File: config.mk
export PLATFORM = sky130hd
export DESIGN_NAME = frame_ring_mgr
export DESIGN_NICKNAME = d
export VERILOG_FILES = /design/src/rtl/frame_ring_pkg.sv /design/src/rtl/frame_ring_ctrl.sv /design/src/rtl/frame_ring_dpath.sv /design/src/rtl/frame_ring_mgr.sv
export SDC_FILE = /design/constraint.sdc
export NUM_CORES = 1
export LEC_CHECK = 0
export ABC_AREA = 1
export BUFFER_PORTS_ARGS = -buffer_cell sky130_fd_sc_hd__buf_2
export CORE_MARGIN = 2
export CORE_UTILIZATION = 35
export CTS_BUF_LIST = sky130_fd_sc_hd__clkbuf_4 sky130_fd_sc_hd__clkbuf_8
export CTS_CLUSTER_DIAMETER = 120
export CTS_CLUSTER_SIZE = 14
export DETAILED_ROUTE_END_ITERATION = 12
export PLACE_DENSITY = 0.54
export SETUP_SLACK_MARGIN = 0.5
export SKIP_LAST_GASP = 1
export SLEW_MARGIN = 20
export SYNTH_ARGS = -nofsm -noshare
export SYNTH_HDL_FRONTEND = slang
export SYNTH_SLANG_ARGS = --single-unit
File: constraint.sdc
create_clock -name clk -period 4.96 [get_ports clk]
set_clock_uncertainty 0.1 [all_clocks]
set_input_delay 1.24 -clock clk [delete_from_list [all_inputs] [get_ports clk]]
set_output_delay 1.24 -clock clk [all_outputs]
set_load 0.02 [all_outputs]
File: src/rtl/frame_ring_pkg.sv
package frame_ring_pkg;
  localparam int unsigned MF_FRAMES = 16;

  typedef struct packed {
    logic init;
    logic empty;
    logic commit;
    logic discard;
    logic reserve;
    logic peek;
    logic read;
    logic refuse;
  } ring_strobe_t;
endpackage

File: src/rtl/frame_ring_ctrl.sv
module frame_ring_ctrl
  import frame_ring_pkg::*;
#(
  parameter int unsigned PTR_W = 10,
  parameter int unsigned REQ_W = 6
) (
  input  logic             cmdInit,
  input  logic             cmdEmpty,
  input  logic             cmdCommit,
  input  logic             cmdDiscard,
  input  logic             cmdReserve,
  input  logic             cmdPeek,
  input  logic             cmdRead,
  input  logic [REQ_W-1:0] readReq,
  input  logic [PTR_W-1:0] freeLvl,
  input  logic [PTR_W-1:0] unseenLvl,
  input  logic [PTR_W:0]   distToEnd,
  output ring_strobe_t     strobe,
  output logic [REQ_W-1:0] readN
);
  localparam int unsigned CW = (PTR_W + 1 > REQ_W) ? PTR_W + 1 : REQ_W;

  logic freeOk, unseenOk;
  logic [CW-1:0] reqW, unseenW, endW, minA, minB;

  assign freeOk   = {1'b0, freeLvl}   >= (PTR_W+1)'(MF_FRAMES);
  assign unseenOk = {1'b0, unseenLvl} >= (PTR_W+1)'(MF_FRAMES);

  assign reqW    = CW'(readReq);
  assign unseenW = CW'(unseenLvl);
  assign endW    = CW'(distToEnd);
  assign minA    = (reqW < unseenW) ? reqW : unseenW;
  assign minB    = (minA < endW) ? minA : endW;

  always_comb begin
    strobe = '0;
    readN  = '0;
    if (cmdInit) begin
      strobe.init = 1'b1;
    end else if (cmdEmpty) begin
      strobe.empty = 1'b1;
    end else if (cmdCommit) begin
      strobe.commit = 1'b1;
    end else if (cmdDiscard) begin
      strobe.discard = 1'b1;
    end else if (cmdReserve) begin
      if (freeOk) strobe.reserve = 1'b1;
      else        strobe.refuse  = 1'b1;
    end else if (cmdPeek) begin
      if (unseenOk) strobe.peek   = 1'b1;
      else          strobe.refuse = 1'b1;
    end else if (cmdRead) begin
      strobe.read = 1'b1;
      readN       = REQ_W'(minB);
    end
  end
endmodule

File: src/rtl/frame_ring_dpath.sv
module frame_ring_dpath
  import frame_ring_pkg::*;
#(
  parameter int unsigned PTR_W        = 10,
  parameter int unsigned OFS_W        = 12,
  parameter int unsigned REQ_W        = 6,
  parameter int unsigned LEN_W        = 4,
  parameter int unsigned DEF_LEN_LOG2 = 7
) (
  input  logic               clk,
  input  logic               rstN,
  input  ring_strobe_t       strobe,
  input  logic [REQ_W-1:0]   readN,
  input  logic [OFS_W-1:0]   initBase,
  input  logic [LEN_W-1:0]   initLenLog2,
  output logic [PTR_W-1:0]   ringMask,
  output logic [PTR_W:0]     distToEnd,
  output logic               grantValid,
  output logic               refuse,
  output logic [OFS_W-1:0]   grantOfs,
  output logic [OFS_W+2:0]   grantWordAddr,
  output logic [OFS_W-5:0]   grantMfIdx,
  output logic [REQ_W-1:0]   grantCount,
  output logic [PTR_W-1:0]   lvlAlloc,
  output logic [PTR_W-1:0]   lvlValid,
  output logic [PTR_W-1:0]   lvlUnseen,
  output logic [PTR_W-1:0]   lvlFree
);
  localparam logic [PTR_W:0]   ONE_W   = (PTR_W+1)'(1);
  localparam logic [PTR_W-1:0] DEF_MSK = PTR_W'((ONE_W << DEF_LEN_LOG2) - ONE_W);
  localparam logic [PTR_W-1:0] STEP    = PTR_W'(MF_FRAMES);
  localparam logic [PTR_W-1:0] MF_ALGN = ~PTR_W'(MF_FRAMES - 1);

  logic [PTR_W-1:0] wrCommit, wrAlloc, rdRelease, rdPeek;
  logic [OFS_W-1:0] baseOfs;
  logic [PTR_W-1:0] newMask, peekAfterRead;

  assign ringMask  = ringMaskQ;
  logic [PTR_W-1:0] ringMaskQ;

  assign newMask       = PTR_W'((ONE_W << initLenLog2) - ONE_W);
  assign peekAfterRead = (rdPeek + PTR_W'(readN)) & ringMaskQ;
  assign distToEnd     = {1'b0, ringMaskQ} - {1'b0, rdPeek} + ONE_W;

  assign lvlAlloc  = (wrAlloc  - rdRelease) & ringMaskQ;
  assign lvlValid  = (wrCommit - rdRelease) & ringMaskQ;
  assign lvlUnseen = (wrCommit - rdPeek)    & ringMaskQ;
  assign lvlFree   = (rdRelease - wrAlloc - PTR_W'(1)) & ringMaskQ;

  always_ff @(posedge clk) begin
    if (!rstN) begin
      wrCommit  <= '0;
      wrAlloc   <= '0;
      rdRelease <= '0;
      rdPeek    <= '0;
      baseOfs   <= '0;
      ringMaskQ <= DEF_MSK;
    end else if (strobe.init) begin
      wrCommit  <= '0;
      wrAlloc   <= '0;
      rdRelease <= '0;
      rdPeek    <= '0;
      baseOfs   <= initBase;
      ringMaskQ <= newMask;
    end else begin
      if (strobe.empty) begin
        rdRelease <= wrCommit & MF_ALGN;
        rdPeek    <= wrCommit & MF_ALGN;
      end
      if (strobe.commit)  wrCommit  <= (wrCommit + STEP) & ringMaskQ;
      if (strobe.discard) rdRelease <= (rdRelease + STEP) & ringMaskQ;
      if (strobe.reserve) wrAlloc   <= (wrAlloc + STEP) & ringMaskQ;
      if (strobe.peek)    rdPeek    <= (rdPeek + STEP) & ringMaskQ;
      if (strobe.read) begin
        rdPeek    <= peekAfterRead;
        rdRelease <= peekAfterRead;
      end
    end
  end

  always_ff @(posedge clk) begin
    if (!rstN) begin
      grantValid <= 1'b0;
      refuse     <= 1'b0;
      grantOfs   <= '0;
      grantCount <= '0;
    end else begin
      grantValid <= strobe.reserve | strobe.peek | strobe.read;
      refuse     <= strobe.refuse;
      if (strobe.reserve) begin
        grantOfs   <= baseOfs + OFS_W'(wrAlloc);
        grantCount <= REQ_W'(MF_FRAMES);
      end else if (strobe.peek) begin
        grantOfs   <= baseOfs + OFS_W'(rdPeek);
        grantCount <= REQ_W'(MF_FRAMES);
      end else if (strobe.read) begin
        grantOfs   <= baseOfs + OFS_W'(rdPeek);
        grantCount <= readN;
      end
    end
  end

  assign grantWordAddr = {grantOfs, 3'b000};
  assign grantMfIdx    = grantOfs[OFS_W-1:4];
endmodule

File: src/rtl/frame_ring_mgr.sv
module frame_ring_mgr
  import frame_ring_pkg::*;
#(
  parameter int unsigned PTR_W        = 10,
  parameter int unsigned OFS_W        = 12,
  parameter int unsigned REQ_W        = 6,
  parameter int unsigned LEN_W        = 4,
  parameter int unsigned DEF_LEN_LOG2 = 7
) (
  input  logic             clk,
  input  logic             rstN,
  input  logic             cmdInit,
  input  logic [OFS_W-1:0] initBase,
  input  logic [LEN_W-1:0] initLenLog2,
  input  logic             cmdEmpty,
  input  logic             cmdCommit,
  input  logic             cmdDiscard,
  input  logic             cmdReserve,
  input  logic             cmdPeek,
  input  logic             cmdRead,
  input  logic [REQ_W-1:0] readReq,
  output logic             grantValid,
  output logic             refuse,
  output logic [OFS_W-1:0] grantOfs,
  output logic [OFS_W+2:0] grantWordAddr,
  output logic [OFS_W-5:0] grantMfIdx,
  output logic [REQ_W-1:0] grantCount,
  output logic [PTR_W-1:0] lvlAlloc,
  output logic [PTR_W-1:0] lvlValid,
  output logic [PTR_W-1:0] lvlUnseen,
  output logic [PTR_W-1:0] lvlFree
);
  ring_strobe_t     strobe;
  logic [REQ_W-1:0] readN;
  logic [PTR_W-1:0] ringMask;
  logic [PTR_W:0]   distToEnd;

  frame_ring_ctrl #(.PTR_W(PTR_W), .REQ_W(REQ_W)) u_ctrl (
    .cmdInit(cmdInit), .cmdEmpty(cmdEmpty), .cmdCommit(cmdCommit),
    .cmdDiscard(cmdDiscard), .cmdReserve(cmdReserve), .cmdPeek(cmdPeek),
    .cmdRead(cmdRead), .readReq(readReq), .freeLvl(lvlFree),
    .unseenLvl(lvlUnseen), .distToEnd(distToEnd), .strobe(strobe), .readN(readN)
  );

  frame_ring_dpath #(
    .PTR_W(PTR_W), .OFS_W(OFS_W), .REQ_W(REQ_W), .LEN_W(LEN_W),
    .DEF_LEN_LOG2(DEF_LEN_LOG2)
  ) u_dpath (
    .clk(clk), .rstN(rstN), .strobe(strobe), .readN(readN),
    .initBase(initBase), .initLenLog2(initLenLog2), .ringMask(ringMask),
    .distToEnd(distToEnd), .grantValid(grantValid), .refuse(refuse),
    .grantOfs(grantOfs), .grantWordAddr(grantWordAddr),
    .grantMfIdx(grantMfIdx), .grantCount(grantCount), .lvlAlloc(lvlAlloc),
    .lvlValid(lvlValid), .lvlUnseen(lvlUnseen), .lvlFree(lvlFree)
  );
endmodule

==> results of run 1 <==
-- final timing paths --
check	end	slack (ps)	cells after the start	startpoint
max	u_dpath.grantCount[1]	-290	42	u_dpath.wrCommit[0]
min	u_dpath.grantCount[2]	370	2	u_dpath.grantCount[2]
max reg2reg	u_dpath.grantCount[1]	-290	42	u_dpath.wrCommit[0]
min reg2reg	u_dpath.grantCount[2]	370	2	u_dpath.grantCount[2]
-- layer usage --
layer  track usage [%]  vias up
li1                  -     4043
met1             31.35     3585
met2             34.54      226
met3             4.648       27
met4             5.762        0
met5                 0        -
-- registers in the layout, summed over array words and instances (netlist names) --
name / flops
u_dpath.rdRelease: 10
u_dpath.ringMask: 10
u_dpath.rdPeek: 10
u_dpath.baseOfs: 12
u_dpath.refuse: 1
u_dpath.grantOfs: 12
u_dpath.wrAlloc: 10
u_dpath.grantCount: 6
u_dpath.grantValid: 1
u_dpath.wrCommit: 10
-- power by group --
part           internal, uW  switching (uW)  total [uW]
Sequential              676            17.2         693
Clock                   286             270         556
Combinational           301             396         697
Total                  1260             684        1950
-- cell type report --
cell class	count	area share (%)
Clock buffer	10	1.327
Tap cell	275	3.474
Sequential cell	82	16.75
Inverter	160	6.090
Clock inverter	5	0.8086
Timing Repair Buffer	264	17.83
Multi-Input combinational cell	791	53.72
-- timing repair --
action                                  CTS  global route
cloned                                    1             0
hold buffers                              0             0
endpoints found under the setup margin   23            27
resized for setup                        62            59
buffers inserted                         28            21
pin swaps                                26            40
-- logic make-up after synthesis --
family / Yosys count / synth area share (%)
fa+ha+maj: 99 / 17.37
other cells: 1 / 0.05075
simple gates: 417 / 25.04
compound gates: 245 / 19.51
buf+inv: 214 / 13.09
xor+xnor: 23 / 2.726
flops: 82 / 22.21
-- through the flow --
step / std cells / instance area (um^2) / worst slack, ps
2_1_floorplan: 1087 / 7530 / -171.7
3_3_place_gp: 1522 / 8847 / -518.4
3_5_place_dp: 1522 / 8847 / -618.3
4_1_cts: 1566 / 9555 / -148.1
5_1_grt: 1587 / 9903 / -632.7
6_report: 1587 / 9903 / -287.7
-- worst max-delay path: cells and delay by family (launching register included) --
kind | cells | cell delay [ps]
flip-flops | 1 | 320
AND/OR/NAND/NOR | 15 | 1140
adder cells (fa/ha/maj) | 4 | 950
buffers and inverters | 17 | 1920
AO/OA/AOI/OAI | 6 | 740
-- cells in the final DEF (no fill, tap or decap), drive strengths merged, types with 5 or more instances in the layout --
cell type    n
clkbuf      10
o21bai       5
nand3       66
nor2        93
or2          7
ha          93
xor2         8
a21oi       91
xnor2       15
a221oi       5
inv        158
conb         7
nor3        18
dfxtp       82
buf        263
a31oi       15
nand4       16
o21ai       84
a22o        10
fa           6
nand2      207
a21o         6
o211ai      11
==> impl_metrics.tcl, run 1 <==
set metrics [dict create \
    outcome "complete, but fails checks" \
    violations "setup timing" \
    multi_input_area_mm2 0.005320 \
    worst-path-max-fanout 7 \
    tns_ps -1627 \
    dpl.hpwl_mm 19.01 \
    drv_cap 0 \
    slew_viol_final 0 \
    fmax_mhz 190.6 \
    clock_latency_ps 380 \
    wl_met3_mm 1.492 \
    cts_tree "built" \
    ir_worst_vdd_v 0.0001293 \
    finalWirelength_mm 24.52 \
    min_period_ps 5248 \
    powerDensity_mw_per_mm2 196.5 \
    relSlewSlack_pct 50.53 \
    leakage_uw 0.005045 \
    ys_warn_count 0 \
    tightest_slew_ps 737.5 \
    antenna_cells 0 \
    setup.worst_path.end_class "flop" \
    synthTopCellsByArea "dfxtp_1 22%, ha_1 16%, nand2_1 10%" \
    synthArstFlopShare_pct 0 \
    drtIter0Drc 443 \
    dr.pass1.iters 6 \
    portBuffers 110 \
    clock-root-buffer "clkbuf_8" \
    yosys_register_bits 82 \
    dieHeight_um 149.3 \
    grt_pass1_vias 7247 \
    critical_path.most_common_cell "buf_4" \
    synth.most_common_cell "nand2_1" \
    start_util_pct 35.38 \
    rsz0062_at_grt "yes" \
    top_layer_used "met4" \
    hold_path_class "reg2reg" \
    drcViolationCount 0 \
    cp_data_arrival_time_ps 5460 \
    grt_max_degree 43 \
    areaGrowthSynthToFinish_pct 34.02 \
    seq_area_mm2 0.001659 \
    synth-edff-count 0 \
    finalNetCount 1438 \
    die_w_um 149.3 \
    fin_crit_sh_pct 105.8 \
    die_area_mm2 0.02229 \
    synth_top_area_cell "dfxtp_1" \
    worstPathRequired_ps 5170 \
    syn_inst 1081 \
    setup_viol 9 \
    totalPowerFinal_uw 1946 \
    crit_slowest_cell "fa_2" \
    synth.cell_area_mm2 0.007390 \
    final_util_pct 47.41 \
    max_stage_delay_ps 370 \
    ios 114 \
    core_mm2 0.02089 \
    fillers 2178 \
    wire_per_inst_um 15.45 \
    synth.top_cell.area_share_pct 22.21 \
    gp_congestion 0.8955 \
    rows 53 \
    synth_common_cells "201 x nand2_1, 154 x inv_1, 93 x ha_1, 92 x nor2_1, 88 x a21oi_1" \
    syn_avg_cell_area_um2 6.836 \
    worst_slack_ps -287.7 \
    crit_type "reg2reg" \
    clk_pin_slew_worst_paths_ps 80 \
    synth_cell_types 55 \
    overflow 0 \
    cts_sinks 82 \
    seq_area_frac_synth_pct 22.21 \
    timing.hold.ws_ps 368.4 \
    start_kind "flop" \
    grt_use_total_pct 22.25 \
    synthFlopType "dfxtp_1" \
    met1_length_mm 11.71 \
    htreeDepth 3 \
    drtAntennaViolNets 0 \
    num_vias 7881 \
    routed-wl-met2_mm 10.80 \
    antenna_found_initial 0 \
    numCtsBuffers 9 \
    grt_first_pass_wirelength_mm 38.67 \
    clk_path_buf_depth 2 \
    drive_gt1_share_pct 32.47 \
    hold_viol 0 \
    drt-vias-per-instance 4.966 \
]
Note: power is estimated with default switching activity, not from simulation.
==> inputs of run 2 (changes only) <==
- ABC_AREA: 1 -> default
==> impl_metrics.tcl, run 2 <==
set metrics [dict create \
    grt_first_pass_wirelength_mm 38.22 \
    clock_latency_ps 390 \
    rows 53 \
    synth_cell_types 69 \
    outcome "complete, but fails checks" \
    start_kind "flop" \
    critical_path_buf_inv_count 2 \
    clock-root-buffer "clkbuf_8" \
    wire_per_inst_um 16.47 \
    syn_avg_cell_area_um2 7.847 \
    tightest_slew_ps 853.9 \
    antenna_found_initial 3 \
    synthSimpleGateAreaFrac_pct 21.31 \
    synth.top_cell.area_share_pct 22.14 \
    seq_area_frac_synth_pct 22.14 \
    setup_viol 20 \
    htreeDepth 3 \
    layout_commonest_cell "buf_4" \
    cp_data_arrival_time_ps 6430 \
    synth.most_common_cell "ha_1" \
    synthMuxAreaShare_pct 5.686 \
    powerDensity_mw_per_mm2 190.5 \
    overflow 0 \
    ir_worst_vdd_v 0.0001200 \
    reg.largest.list "u_dpath.baseOfs x12, u_dpath.grantOfs x12" \
    synthTopCellsByArea "dfxtp_1 22%, ha_1 16%, a21oi_1 4.9%" \
    layout_common_cells "169 x buf_4, 110 x buf_2, 74 x ha_1, 74 x dfxtp_1" \
    cts_tree "built" \
    die_w_um 149.6 \
    hold_buffers 0 \
    worst-path-max-fanout 5 \
    hold_viol 0 \
    synth_common_cells "93 x ha_1, 82 x dfxtp_1, 78 x nand2_1, 76 x nor2_1, 72 x a21oi_1" \
    ios 114 \
    crit_type "reg2reg" \
    drv_cap 0 \
    yosys_register_bits 82 \
    syn_inst 945 \
    tns_ps -18170 \
    hold_path_class "reg2reg" \
    max_stage_delay_ps 520 \
    clk_pin_slew_worst_paths_ps 100 \
    start_util_pct 35.50 \
    dr.pass1.iters 7 \
    fmax_mhz 159.6 \
    clk_path_buf_depth 2 \
    fin_crit_sh_pct 126.3 \
    drive_gt1_share_pct 36.41 \
    drcViolationCount 0 \
    gp_congestion 0.8683 \
    pre_cts_ws_ps -1374 \
    synth_compound_area_share_pct 19.49 \
    grt_pass1_vias 7264 \
    synth_top_area_cell "dfxtp_1" \
    setup.worst_path.end_class "flop" \
    dpl.hpwl_mm 19.02 \
    core_mm2 0.02089 \
    yosys.area_share.xor_xnor_pct 5.905 \
    num_vias 7532 \
    rsz0062_at_grt "yes" \
    grt_max_degree 32 \
    synthFlopType "dfxtp_1" \
    worst_slack_ps -1306 \
    leakage_uw 0.004864 \
    dieHeight_um 149.6 \
    drtIter0Drc 381 \
    antenna_cells 0 \
    relSlewSlack_pct 43.07 \
    synthArstFlopShare_pct 0 \
    areaGrowthSynthToFinish_pct 39.89 \
    synth.cell_area_mm2 0.007416 \
    numCtsBuffers 9 \
    violations "setup timing" \
    ys_warn_count 0 \
    finalNetCount 1328 \
    portBuffers 110 \
    drt-vias-per-instance 5.096 \
    synth_top_family_by_area "simple AND/OR/NAND/NOR gates" \
    synth-edff-count 0 \
    synthAdderAreaFrac_pct 17.31 \
    drtAntennaViolNets 0 \
    final_util_pct 49.66 \
    finalWirelength_mm 24.35 \
    die_area_mm2 0.02237 \
    crit_slowest_cell "or4_4" \
    grt_use_total_pct 21.78 \
    cts_sinks 82 \
    worstPathRequired_ps 5120 \
    path_delay_family "compound AO/OA/AOI/OAI gates" \
    fillers 2085 \
    slew_viol_final 0 \
    min_period_ps 6266 \
]
## run 2: final timing paths
kind / startpoint / endpoint / slack (ps) / depth (start not counted)
min: u_dpath.grantCount[1] / u_dpath.grantCount[1] / 380 / 2
min reg2reg: u_dpath.grantCount[1] / u_dpath.grantCount[1] / 380 / 2
max: u_dpath.wrCommit[0] / u_dpath.rdRelease[8] / -1310 / 33
max reg2reg: u_dpath.wrCommit[0] / u_dpath.rdRelease[8] / -1310 / 33
## run 2: per-stage QoR
step	hold WS (ps)	total power, uW	instance area (um^2)	cells
5_1_grt	405.4	2078	10370	1478
6_report	383.9	1977	10370	1478
2_1_floorplan	350.4	1061	7701	951
3_5_place_dp	366.9	1292	9311	1418
4_1_cts	390.8	1959	9996	1462
3_3_place_gp	356.4	1288	9311	1418
## run 2: report_power, final
part           total, uW  internal [uW]  switching (uW)
clock network        621            345             276
registers            687            673            14.1
logic                668            320             348
total               1980           1340             638
## run 2: final cells by class
type                       instances  area (um^2)  area share [%]
multi-input combinational        738         5848           56.37
timing repair buffer             294         2014           19.42
sequential                        82         1652           15.92
tap                              275        344.1           3.317
inverter                          73        274.0           2.641
clock buffer                      11        138.9           1.339
clock inverter                     5        102.6          0.9890
## run 2: worst min-delay path, delay by kind of cell (launching register included)
| kind | cells | cell delay, ps |
|---|---|---|
| flops | 1 | 320 |
| compound gates | 1 | 60 |
| simple gates | 1 | 60 |
## run 2: metal layers
layer | track usage, % | vias up | part of all wire [%] | wire length [um]
met3 | 3.262 | 23 | 4.3 | 1045
li1 | - | 3811 | - | -
met2 | 37.98 | 165 | 47 | 11520
met1 | 28.44 | 3529 | 47 | 11420
met4 | 4.667 | 4 | 1.4 | 335
met5 | 0 | - | 0.090 | 22
## run 2: cells by family after synthesis
| family | after synthesis |
|---|---|
| xor+xnor | 50 |
| fa+ha+maj | 99 |
| compound gates | 228 |
| buf+inv | 131 |
| flops | 82 |
| other cells | 1 |
| simple gates | 313 |
| mux | 41 |
## run 2: timing repair
item | 4_1_cts | 5_1_grt
gates resized for setup | 50 | 57
endpoints found under the hold margin | 0 | 0
buffers inserted | 28 | 16
pin swaps | 65 | 58
setup endpoints to repair | 34 | 38
